**config.mk**
```make
export PLATFORM = sky130hd
export DESIGN_NAME = mii_mgmt_engine
export DESIGN_NICKNAME = d
export VERILOG_FILES = /design/src/rtl/mii_mgmt_pkg.sv /design/src/rtl/mdc_divider.sv /design/src/rtl/mii_frame_pack.sv /design/src/rtl/mii_shift_seq.sv /design/src/rtl/mii_mgmt_engine.sv
export SDC_FILE = /design/constraint.sdc
export NUM_CORES = 1
export LEC_CHECK = 0
export ABC_AREA = 1
export CORE_MARGIN = 1.5
export CORE_UTILIZATION = 55
export CTS_BUF_LIST = sky130_fd_sc_hd__clkbuf_16
export DETAILED_ROUTE_END_ITERATION = 8
export PLACE_DENSITY = 0.78
export SYNTH_ARGS = -nofsm -noshare
export SYNTH_HDL_FRONTEND = slang
export SYNTH_SLANG_ARGS = --single-unit
```
**constraint.sdc**
```tcl
create_clock -name clk -period 2.9 [get_ports clk]
set_clock_uncertainty 0.1 [all_clocks]
set_input_delay 0.58 -clock clk [delete_from_list [all_inputs] [get_ports clk]]
set_output_delay 0.58 -clock clk [all_outputs]
set_load 0.05 [all_outputs]
```
**src/rtl/mii_mgmt_pkg.sv**
```systemverilog
// Package: shared constants and state encoding of the MII management engine.
// Assumes the standard clause-22 frame: 32-bit preamble, 32-bit body.
package mii_mgmt_pkg;
    localparam int PRE_BITS   = 32;
    localparam logic [1:0] START_PAT = 2'b01;
    localparam logic [1:0] OP_WR     = 2'b01;
    localparam logic [1:0] OP_RD     = 2'b10;
    localparam logic [1:0] TA_WR     = 2'b10;
    localparam logic [1:0] TA_RD     = 2'b11;

    typedef enum logic [1:0] {
        SEQ_IDLE  = 2'd0,
        SEQ_ALIGN = 2'd1,
        SEQ_SHIFT = 2'd2
    } seq_state_e;
endpackage

```
**src/rtl/mdc_divider.sv**
```systemverilog
// Module: mdc_divider
// Derives MDC from clk. Each half-period lasts 'half_len' clocks, where the
// length is latched from speed_div at every MDC edge, so a change takes
// effect only at the next edge. A latched length of zero parks MDC low.
// Emits one-clock strobes in the cycle in which MDC rises or falls.
module mdc_divider #(
    parameter int DIV_W = 6
) (
    input  logic             clk,
    input  logic             rst_n,
    input  logic [DIV_W-1:0] speed_div,
    output logic             mdc,
    output logic             rise_stb,
    output logic             fall_stb
);
    logic [DIV_W-1:0] half_len;
    logic [DIV_W-1:0] cnt;
    logic             edge_pt;

    // Purpose: flag the last clock of the current half-period.
    always_comb begin
        edge_pt  = (half_len != '0) && (cnt == half_len - DIV_W'(1));
        rise_stb = edge_pt && !mdc && (speed_div != '0);
        fall_stb = edge_pt && mdc;
    end

    // Purpose: count clocks in the half-period and toggle MDC at its end.
    always_ff @(posedge clk) begin
        if (!rst_n) begin
            mdc      <= 1'b0;
            cnt      <= '0;
            half_len <= '0;
        end else if (half_len == '0) begin
            mdc      <= 1'b0;
            cnt      <= '0;
            half_len <= speed_div;
        end else if (edge_pt) begin
            cnt      <= '0;
            half_len <= speed_div;
            mdc      <= (speed_div == '0) ? 1'b0 : !mdc;
        end else begin
            cnt <= cnt + DIV_W'(1);
        end
    end
endmodule

```
**src/rtl/mii_frame_pack.sv**
```systemverilog
// Module: mii_frame_pack
// Combinational assembly of a full management frame, preamble first, MSB of
// the returned vector sent first. For reads the data field is zero and the
// turnaround is filled with ones; both are sent with the driver released.
module mii_frame_pack
    import mii_mgmt_pkg::*;
#(
    parameter int PHY_W  = 5,
    parameter int REG_W  = 5,
    parameter int DATA_W = 16,
    localparam int FRAME_W = PRE_BITS + 6 + PHY_W + REG_W + DATA_W
) (
    input  logic               is_read,
    input  logic [PHY_W-1:0]   phy_addr,
    input  logic [REG_W-1:0]   reg_addr,
    input  logic [DATA_W-1:0]  wdata,
    output logic [FRAME_W-1:0] frame
);
    // Purpose: concatenate the frame fields in transmit order.
    always_comb begin
        frame = {{PRE_BITS{1'b1}}, START_PAT,
                 is_read ? OP_RD : OP_WR,
                 phy_addr, reg_addr,
                 is_read ? TA_RD : TA_WR,
                 is_read ? {DATA_W{1'b0}} : wdata};
    end
endmodule

```
**src/rtl/mii_shift_seq.sv**
```systemverilog
// Module: mii_shift_seq
// Serialises one frame. A command is taken only when idle and the clock is
// enabled. Each bit is presented at a falling MDC strobe and completed at the
// following rising strobe, where read data bits are also sampled. Assumes
// the divider keeps running until the frame ends.
module mii_shift_seq
    import mii_mgmt_pkg::*;
#(
    parameter int PHY_W  = 5,
    parameter int REG_W  = 5,
    parameter int DATA_W = 16,
    localparam int FRAME_W = PRE_BITS + 6 + PHY_W + REG_W + DATA_W,
    localparam int IDX_W   = $clog2(FRAME_W + 1),
    localparam int REL_POS = PRE_BITS + 4 + PHY_W + REG_W,
    localparam int DAT_POS = REL_POS + 2
) (
    input  logic               clk,
    input  logic               rst_n,
    input  logic               clk_enabled,
    input  logic               skip_pre,
    input  logic               start,
    input  logic               is_read,
    input  logic [FRAME_W-1:0] frame_in,
    input  logic               rise_stb,
    input  logic               fall_stb,
    input  logic               mdio_i,
    output logic               busy,
    output logic               done,
    output logic [DATA_W-1:0]  rd_data,
    output logic               mdio_o,
    output logic               mdio_oe
);
    seq_state_e         state;
    logic [FRAME_W-1:0] sh_q;
    logic [IDX_W-1:0]   pos;
    logic [DATA_W-1:0]  rd_sh;
    logic               rd_q;
    logic [IDX_W-1:0]   next_pos;

    // Purpose: position of the bit that the next falling strobe presents.
    always_comb next_pos = pos + IDX_W'(1);

    // Purpose: frame state machine, bit shifter and read capture.
    always_ff @(posedge clk) begin
        if (!rst_n) begin
            state   <= SEQ_IDLE;
            sh_q    <= '0;
            pos     <= '0;
            rd_sh   <= '0;
            rd_q    <= 1'b0;
            busy    <= 1'b0;
            done    <= 1'b0;
            rd_data <= '0;
            mdio_o  <= 1'b1;
            mdio_oe <= 1'b0;
        end else begin
            done <= 1'b0;
            case (state)
                SEQ_IDLE: begin
                    if (start && clk_enabled) begin
                        sh_q  <= skip_pre ? (frame_in << PRE_BITS) : frame_in;
                        pos   <= skip_pre ? IDX_W'(PRE_BITS) : '0;
                        rd_q  <= is_read;
                        busy  <= 1'b1;
                        state <= SEQ_ALIGN;
                    end
                end
                SEQ_ALIGN: begin
                    if (fall_stb) begin
                        mdio_o  <= sh_q[FRAME_W-1];
                        mdio_oe <= 1'b1;
                        sh_q    <= sh_q << 1;
                        state   <= SEQ_SHIFT;
                    end
                end
                SEQ_SHIFT: begin
                    if (rise_stb) begin
                        if (rd_q && pos >= IDX_W'(DAT_POS))
                            rd_sh <= {rd_sh[DATA_W-2:0], mdio_i};
                        if (pos == IDX_W'(FRAME_W - 1)) begin
                            if (rd_q)
                                rd_data <= {rd_sh[DATA_W-2:0], mdio_i};
                            busy    <= 1'b0;
                            done    <= 1'b1;
                            mdio_oe <= 1'b0;
                            state   <= SEQ_IDLE;
                        end
                    end else if (fall_stb) begin
                        pos     <= next_pos;
                        mdio_o  <= sh_q[FRAME_W-1];
                        mdio_oe <= !(rd_q && next_pos >= IDX_W'(REL_POS));
                        sh_q    <= sh_q << 1;
                    end
                end
                default: state <= SEQ_IDLE;
            endcase
        end
    end
endmodule

```
**src/rtl/mii_mgmt_engine.sv**
```systemverilog
// Module: mii_mgmt_engine (top)
// MII management engine: MDC divider, frame assembly and shift sequencer.
// MDIO is split into output, enable and input for an external pad buffer.
// Assumes speed_div is not cleared while a frame is in flight.
module mii_mgmt_engine
    import mii_mgmt_pkg::*;
#(
    parameter int DIV_W  = 6,
    parameter int PHY_W  = 5,
    parameter int REG_W  = 5,
    parameter int DATA_W = 16
) (
    input  logic              clk,
    input  logic              rst_n,
    input  logic [DIV_W-1:0]  speed_div,
    input  logic              skip_preamble,
    input  logic              cmd_valid,
    input  logic              cmd_read,
    input  logic [PHY_W-1:0]  cmd_phy,
    input  logic [REG_W-1:0]  cmd_reg,
    input  logic [DATA_W-1:0] cmd_wdata,
    output logic              busy,
    output logic              done,
    output logic [DATA_W-1:0] rd_data,
    output logic              mdc,
    output logic              mdio_o,
    output logic              mdio_oe,
    input  logic              mdio_i
);
    localparam int FRAME_W = PRE_BITS + 6 + PHY_W + REG_W + DATA_W;

    logic               rise_stb;
    logic               fall_stb;
    logic               clk_enabled;
    logic [FRAME_W-1:0] frame;

    // Purpose: frames may only start while the divider is programmed.
    always_comb clk_enabled = (speed_div != '0);

    mdc_divider #(.DIV_W(DIV_W)) u_div (
        .clk      (clk),
        .rst_n    (rst_n),
        .speed_div(speed_div),
        .mdc      (mdc),
        .rise_stb (rise_stb),
        .fall_stb (fall_stb)
    );

    mii_frame_pack #(.PHY_W(PHY_W), .REG_W(REG_W), .DATA_W(DATA_W)) u_pack (
        .is_read (cmd_read),
        .phy_addr(cmd_phy),
        .reg_addr(cmd_reg),
        .wdata   (cmd_wdata),
        .frame   (frame)
    );

    mii_shift_seq #(.PHY_W(PHY_W), .REG_W(REG_W), .DATA_W(DATA_W)) u_seq (
        .clk        (clk),
        .rst_n      (rst_n),
        .clk_enabled(clk_enabled),
        .skip_pre   (skip_preamble),
        .start      (cmd_valid),
        .is_read    (cmd_read),
        .frame_in   (frame),
        .rise_stb   (rise_stb),
        .fall_stb   (fall_stb),
        .mdio_i     (mdio_i),
        .busy       (busy),
        .done       (done),
        .rd_data    (rd_data),
        .mdio_o     (mdio_o),
        .mdio_oe    (mdio_oe)
    );
endmodule

```
# Yosys cells after proc, flatten, opt, wreduce, memory -nomap -nowiden

Index checks and enable logic that the tools add are counted.

Flip-flop bits (word level): 122
Latch bits: 0
RAM bits: 0
Memory bits (read-only): 0
Input bits: 38
Output and inout bits: 21
Word-level logic and storage cells: 94
Memories: 0

$add $sub $neg: 3
Multiply operators: 0
Divide/modulo/power cells: 0
Magnitude comparators: 2
Equality and inequality tests: 12
Shift-type cells: 0
Muxes and demuxes: 33
Bitwise operators: 1
Reductions and logical operators: 30

Operators by type and width:

| cell                                                  | number |
|---|---|
| two-way mux 64 bit                                    | 4 |
| one-hot mux 64 bit (3 select lines)                   | 1 |
| two-way mux 7 bit                                     | 3 |
| AND reduction 4 bit                                   | 5 |
| two-way mux 6 bit                                     | 3 |
| two-way mux 16 bit                                    | 1 |
| >= comparator 7 x 6 -> 1 bit, second input constant   | 2 |
| one-hot mux 7 bit (2 select lines)                    | 1 |
| zero test 6 bit                                       | 2 |
| nonzero test 6 bit                                    | 2 |
| two-way mux 1 bit                                     | 11 |
| two-way mux 2 bit                                     | 5 |
| AND reduction 3 bit                                   | 3 |
| inequality test 2 bit, second input constant          | 4 |
| adder 7 x 1 -> 7 bit, second input constant           | 1 |
| == test 7 x 6 -> 1 bit, second input constant         | 1 |
| logical AND 1 bit                                     | 7 |
| adder 6 x 1 -> 6 bit, second input constant           | 1 |
| == test 6 bit                                         | 1 |
| one-hot mux 1 bit (2 select lines)                    | 3 |
| one-hot mux 2 bit (3 select lines)                    | 1 |
| nonzero test 2 bit                                    | 3 |
| subtractor 6 x 1 -> 6 bit, second input constant      | 1 |
| inequality test 2 x 1 -> 1 bit, second input constant | 2 |
| other kinds (11)                                      | 13 |

# Logic depth before layout (Yosys ltp)

Depth in word-level cells: 7
Depth in mapped cells: 17
Mapped depth without buffers: 16

# Modules after synthesis

Synthesis repeated with hierarchy kept, for this count alone.

Cells, all modules: 946
Area total of the unflattened synthesis: 6458.7 um^2

By module, submodules not included:

| module          | instances | cells each | area an instance (um^2) | sequential area each (um^2) |
|---|---|---|---|---|
| mii_shift_seq   | 1         | 717        | 5059.9                  | 2182.1 |
| mdc_divider     | 1         | 141        | 872.1                   | 260.2 |
| mii_frame_pack  | 1         | 84         | 510.5                   | 0.0 |
| mii_mgmt_engine | 1         | 4          | 16.3                    | 0.0 |

# Worst setup path after synthesis

Ideal clock, no wire load.

Path type: reg-to-reg
Start: register u_div.half_len[0]
End: register u_seq.sh_q[26]
Setup time: 118 ps
Arrival: 1949 ps
Required time: 2682 ps
Setup slack: 734 ps
Cell stages (with the launch flop): 15
Period minus slack after synthesis: 2166 ps
Path through: dfxtp_1 inv_2 ha_1 or2_1 nand2_1 nor2_1 nand3_1 nor2_2 nand3_4 nor2_8 nand3_4 nand3_2 buf_2 buf_6 a21oi_2

Longest elaborated chain between the ends: 7

Ends and longest elaborated chain:

| what                                                                              | RTL line                             | text |
|---|---|---|
| start: declaration                                                                | mdc_divider.sv:16                    | `logic [DIV_W-1:0] half_len;` |
| start signal: assignment                                                          | mdc_divider.sv:36                    | `half_len <= speed_div;` |
| start signal: assignment                                                          | mdc_divider.sv:39                    | `half_len <= speed_div;` |
| subtractor 6 x 1 -> 6 bit                                                         | mdc_divider.sv:22                    | `edge_pt = (half_len != '0) && (cnt == half_len - DIV_W'(1));` |
| == test 6 bit                                                                     | mdc_divider.sv:22                    |  |
| logical AND 1 bit (*)                                                             | mdc_divider.sv:22                    |  |
| logical AND 1 bit, on equally long branches                                       | mdc_divider.sv:24, mdc_divider.sv:23 |  |
| two-way mux 64 bit / logical AND 1 bit (equally long branches)                    | n/a                                  |  |
| two-way mux 64 bit / inequality test 2 bit (equally long branches)                | n/a                                  |  |
| one-hot mux 64 bit (3 select lines) / AND reduction 3 bit (equally long branches) | n/a                                  |  |
| end signal: assignment                                                            | mii_shift_seq.sv:61                  | `sh_q <= skip_pre ? (frame_in << PRE_BITS) : frame_in;` |
| end signal: assignment                                                            | mii_shift_seq.sv:72                  | `sh_q <= sh_q << 1;` |
| end signal: assignment                                                            | mii_shift_seq.sv:92                  | `sh_q <= sh_q << 1;` |
| end: declaration                                                                  | mii_shift_seq.sv:34                  | `logic [FRAME_W-1:0] sh_q;` |

Mark *: on every way between the ends. The rest lies on a longest branch, timed or not. The select of a mux whose other input is x is not followed.
A chain may end at the register's enable or synchronous reset.

# Worst setup path in the final report

Start: register u_div.half_len[1]
End: register u_seq.sh_q[18]

The elaborated chain is that of the path after synthesis.

==> summary.txt <==
Mean Syn Cell Area: 7.11 sq um
final std cells w/o fill: 1024
Crit Path Max Fanout: 36
GRT Util Overall: 0.250
initial antenna violation count: 0
CP Capture Type: flop
grt ovf: 0
dpl cell area: 6530 sq um
full die area: 11300 sq um
die width: 106 um
setup violators final: 0
Cell variety after synth: 37
vias in the first global route: 5335
compound-gate portion of the synthesized area: 0.242
H-tree levels: 4
Max Buffers Root-to-Sink: 2
CP arrival: 2.86 ns
Relative slew margins: 0.553
DRT iter0 DRCs: 390
CTS tree: done
DR WL/cell: 12.8 um
core area: 10400 sq um
Yosys top cell area share: 0.415
RD Place Congestion: 0.849
kind of critical path: reg -> reg
number of placement rows: 37
post-synth top area cell: dfxtp_1
Vias/cell: 5.31
Setup WS post-layout: 0.276 ns
CTS Buf Count: 17
RSZ-0062 raised after global routing: no
Worst-Margin Slew: 0.671 ns
number of I/O port buffers: 58
clock root cell: clkbuf_16
CP startpoint kind: flop
Crit path top cell by count: nand3_4
Final Hold Violating Endpoints: 0
# IOs: 59
simple-gate share of the synthesized area: 0.183
most numerous cell in the Yosys netlist: nor2_1
final wirelength: 13.1 mm
Pwr Density: 1110 nW/um^2
max-slew violations: 0
Worst-path clk slew: 0.06 ns
Vias: 5439
Die Y: 106 um
synthesized-area fraction occupied by adder cells: 0.0213
Detail Route Antenna Nets: 0
Diodes inserted: 0
DP Wirelength: 8.44 mm
maximum clock frequency: 381 MHz
initial core utilization: 0.568
worst slack at placement: 0.129 ns
Overall Power: 7.95 mW
multiplexer share of the synthesized area: 0
peak supply drop: 0.515 mV
Lkg Pwr: 3.06 nW
slowest stage cell on the critical path: dfxtp_1
Setup Buffers After CTS: 0
worst hold slack: 0.347 ns
post_cts resized: 0
xor-xnor portion of the synthesized cell area: 0.0104
Post-synth top cells: 123 x nor2_1, 122 x dfxtp_1, 117 x inv_1
register area share after synthesis: 0.415
setup TNS: 0 ns
Mapped Area: 5890 sq um
first-pass GRT wire length: 23.1 mm
Finished Core Util: 0.688
Synth Instances: 828
Post-CTS Hold Buffers: 0
worst skew pair latency: 0.42 ns
pin count of the biggest net entering global routing: 55
worst path cell trace: inv_1 > ha_1 > or2_1 > nand2_1 > nor2_1 > nand3_1 > nor2_2 > nand3_4 > nor2_8 > nand3_4 > nand3_4 > buf_12 > o21ai_1 > a21oi_1
EDFF count, synth: 0
status: complete, no violations
clk sinks: 122
main combinational cell family by area after synthesis: compound AO/OA/AOI/OAI gates
Initial DRT Pass Iterations: 5
synth top area cells: dfxtp_1 41%, a21oi_1 8.1%, nor2_1 7.8%
crit share post-route: 0.905
register bit total from synthesis: 122
Top FF cell, synth: dfxtp_1
Synth Warn #: 0
layout overhead on the synthesized area: 21.1%
crit path time final: 2.62 ns
max-cap viol count: 0
Async SR Flop Fraction: 0
layout cells sized above 1: 0.0833
Worst Path Required: 3.14 ns
CP max stage delay: 0.34 ns
DR DRC count: 0
Placed Instances: 992
Nets: 923
Post-Syn Nets: 876
finished layout cell area: 7130 sq um
HP Class: reg -> reg
[cell families after synthesis]
family / after synthesis
AO/OA/AOI/OAI: 273
AND/OR/NAND/NOR: 247
buffers and inverters: 169
flip-flops: 122
adder cells (fa/ha/maj): 10
XOR/XNOR: 7
[worst paths after layout]
check	from	endpoint	slack (ns)	cells past startpoint
setup / recovery	u_div.half_len[1]	u_seq.sh_q[18]	0.28	14
hold / removal	u_seq.sh_q[6]	u_seq.sh_q[6]	0.35	2
setup reg to reg	u_div.half_len[1]	u_seq.sh_q[18]	0.28	14
hold reg to reg	u_seq.sh_q[6]	u_seq.sh_q[6]	0.35	2
[cell type report]
| class | instances | area (sq um) |
|---|---|---|
| inverter | 121 | 454 |
| timing repair buffer | 76 | 761 |
| clock buffer | 17 | 425 |
| sequential | 122 | 2440 |
| clock inverter | 15 | 176 |
| tap | 136 | 170 |
| fill | 883 | 3240 |
| multi-input combinational | 537 | 2700 |
[state kept, by name (all words and copies together), names as in the netlist, 2 cells and up]
register        count
u_seq.sh_q         64
u_seq.rd_data      16
u_seq.rd_sh        15
u_seq.pos           7
u_div.cnt           6
u_div.half_len      6
u_seq.state         2
[where the power goes]
group          internal, mW  switching [mW]  total [mW]
Combinational          1.23            2.28        3.51
Clock                  1.35           0.782        2.13
Sequential             2.12           0.182        2.30
Total                  4.70            3.25        7.95
[layer usage]
layer,track usage,up-vias,share of wire
met3,0.0589,22,0.049
met2,0.427,139,0.48
met5,0,-,0
met4,0.106,0,0.019
met1,0.301,2518,0.45
li1,-,2760,-
[worst max-delay path, delay by kind of cell (launching register included)]
| family | cells | cell delay [ns] |
|---|---|---|
| AND/OR/NAND/NOR | 9 | 1.22 |
| adder cells (fa/ha/maj) | 1 | 0.30 |
| AO/OA/AOI/OAI | 2 | 0.23 |
| buffers and inverters | 2 | 0.33 |
| flip-flops | 1 | 0.34 |
[layout by cell type, fill, tap and decap left out, drive strengths merged, types with 2 or more instances in the layout]
cell           netlist  routed
dfxtp              122     122
ha                  10      10
xor2                 7       7
nand3               22      22
nor3                 7       7
nand2               82      82
clkinvlp             0       5
nand4                2       2
nor2               126     126
bufinv               0       3
clkbuf              29      17
o21ai              159     159
buf                 19      19
o21bai               7       7
clkinv               1       5
a21oi              105     105
inv                120     123
clkdlybuf4s50        0      57
nor4                 2       2
nand3b               2       2
(Power assumes the default switching activity.)
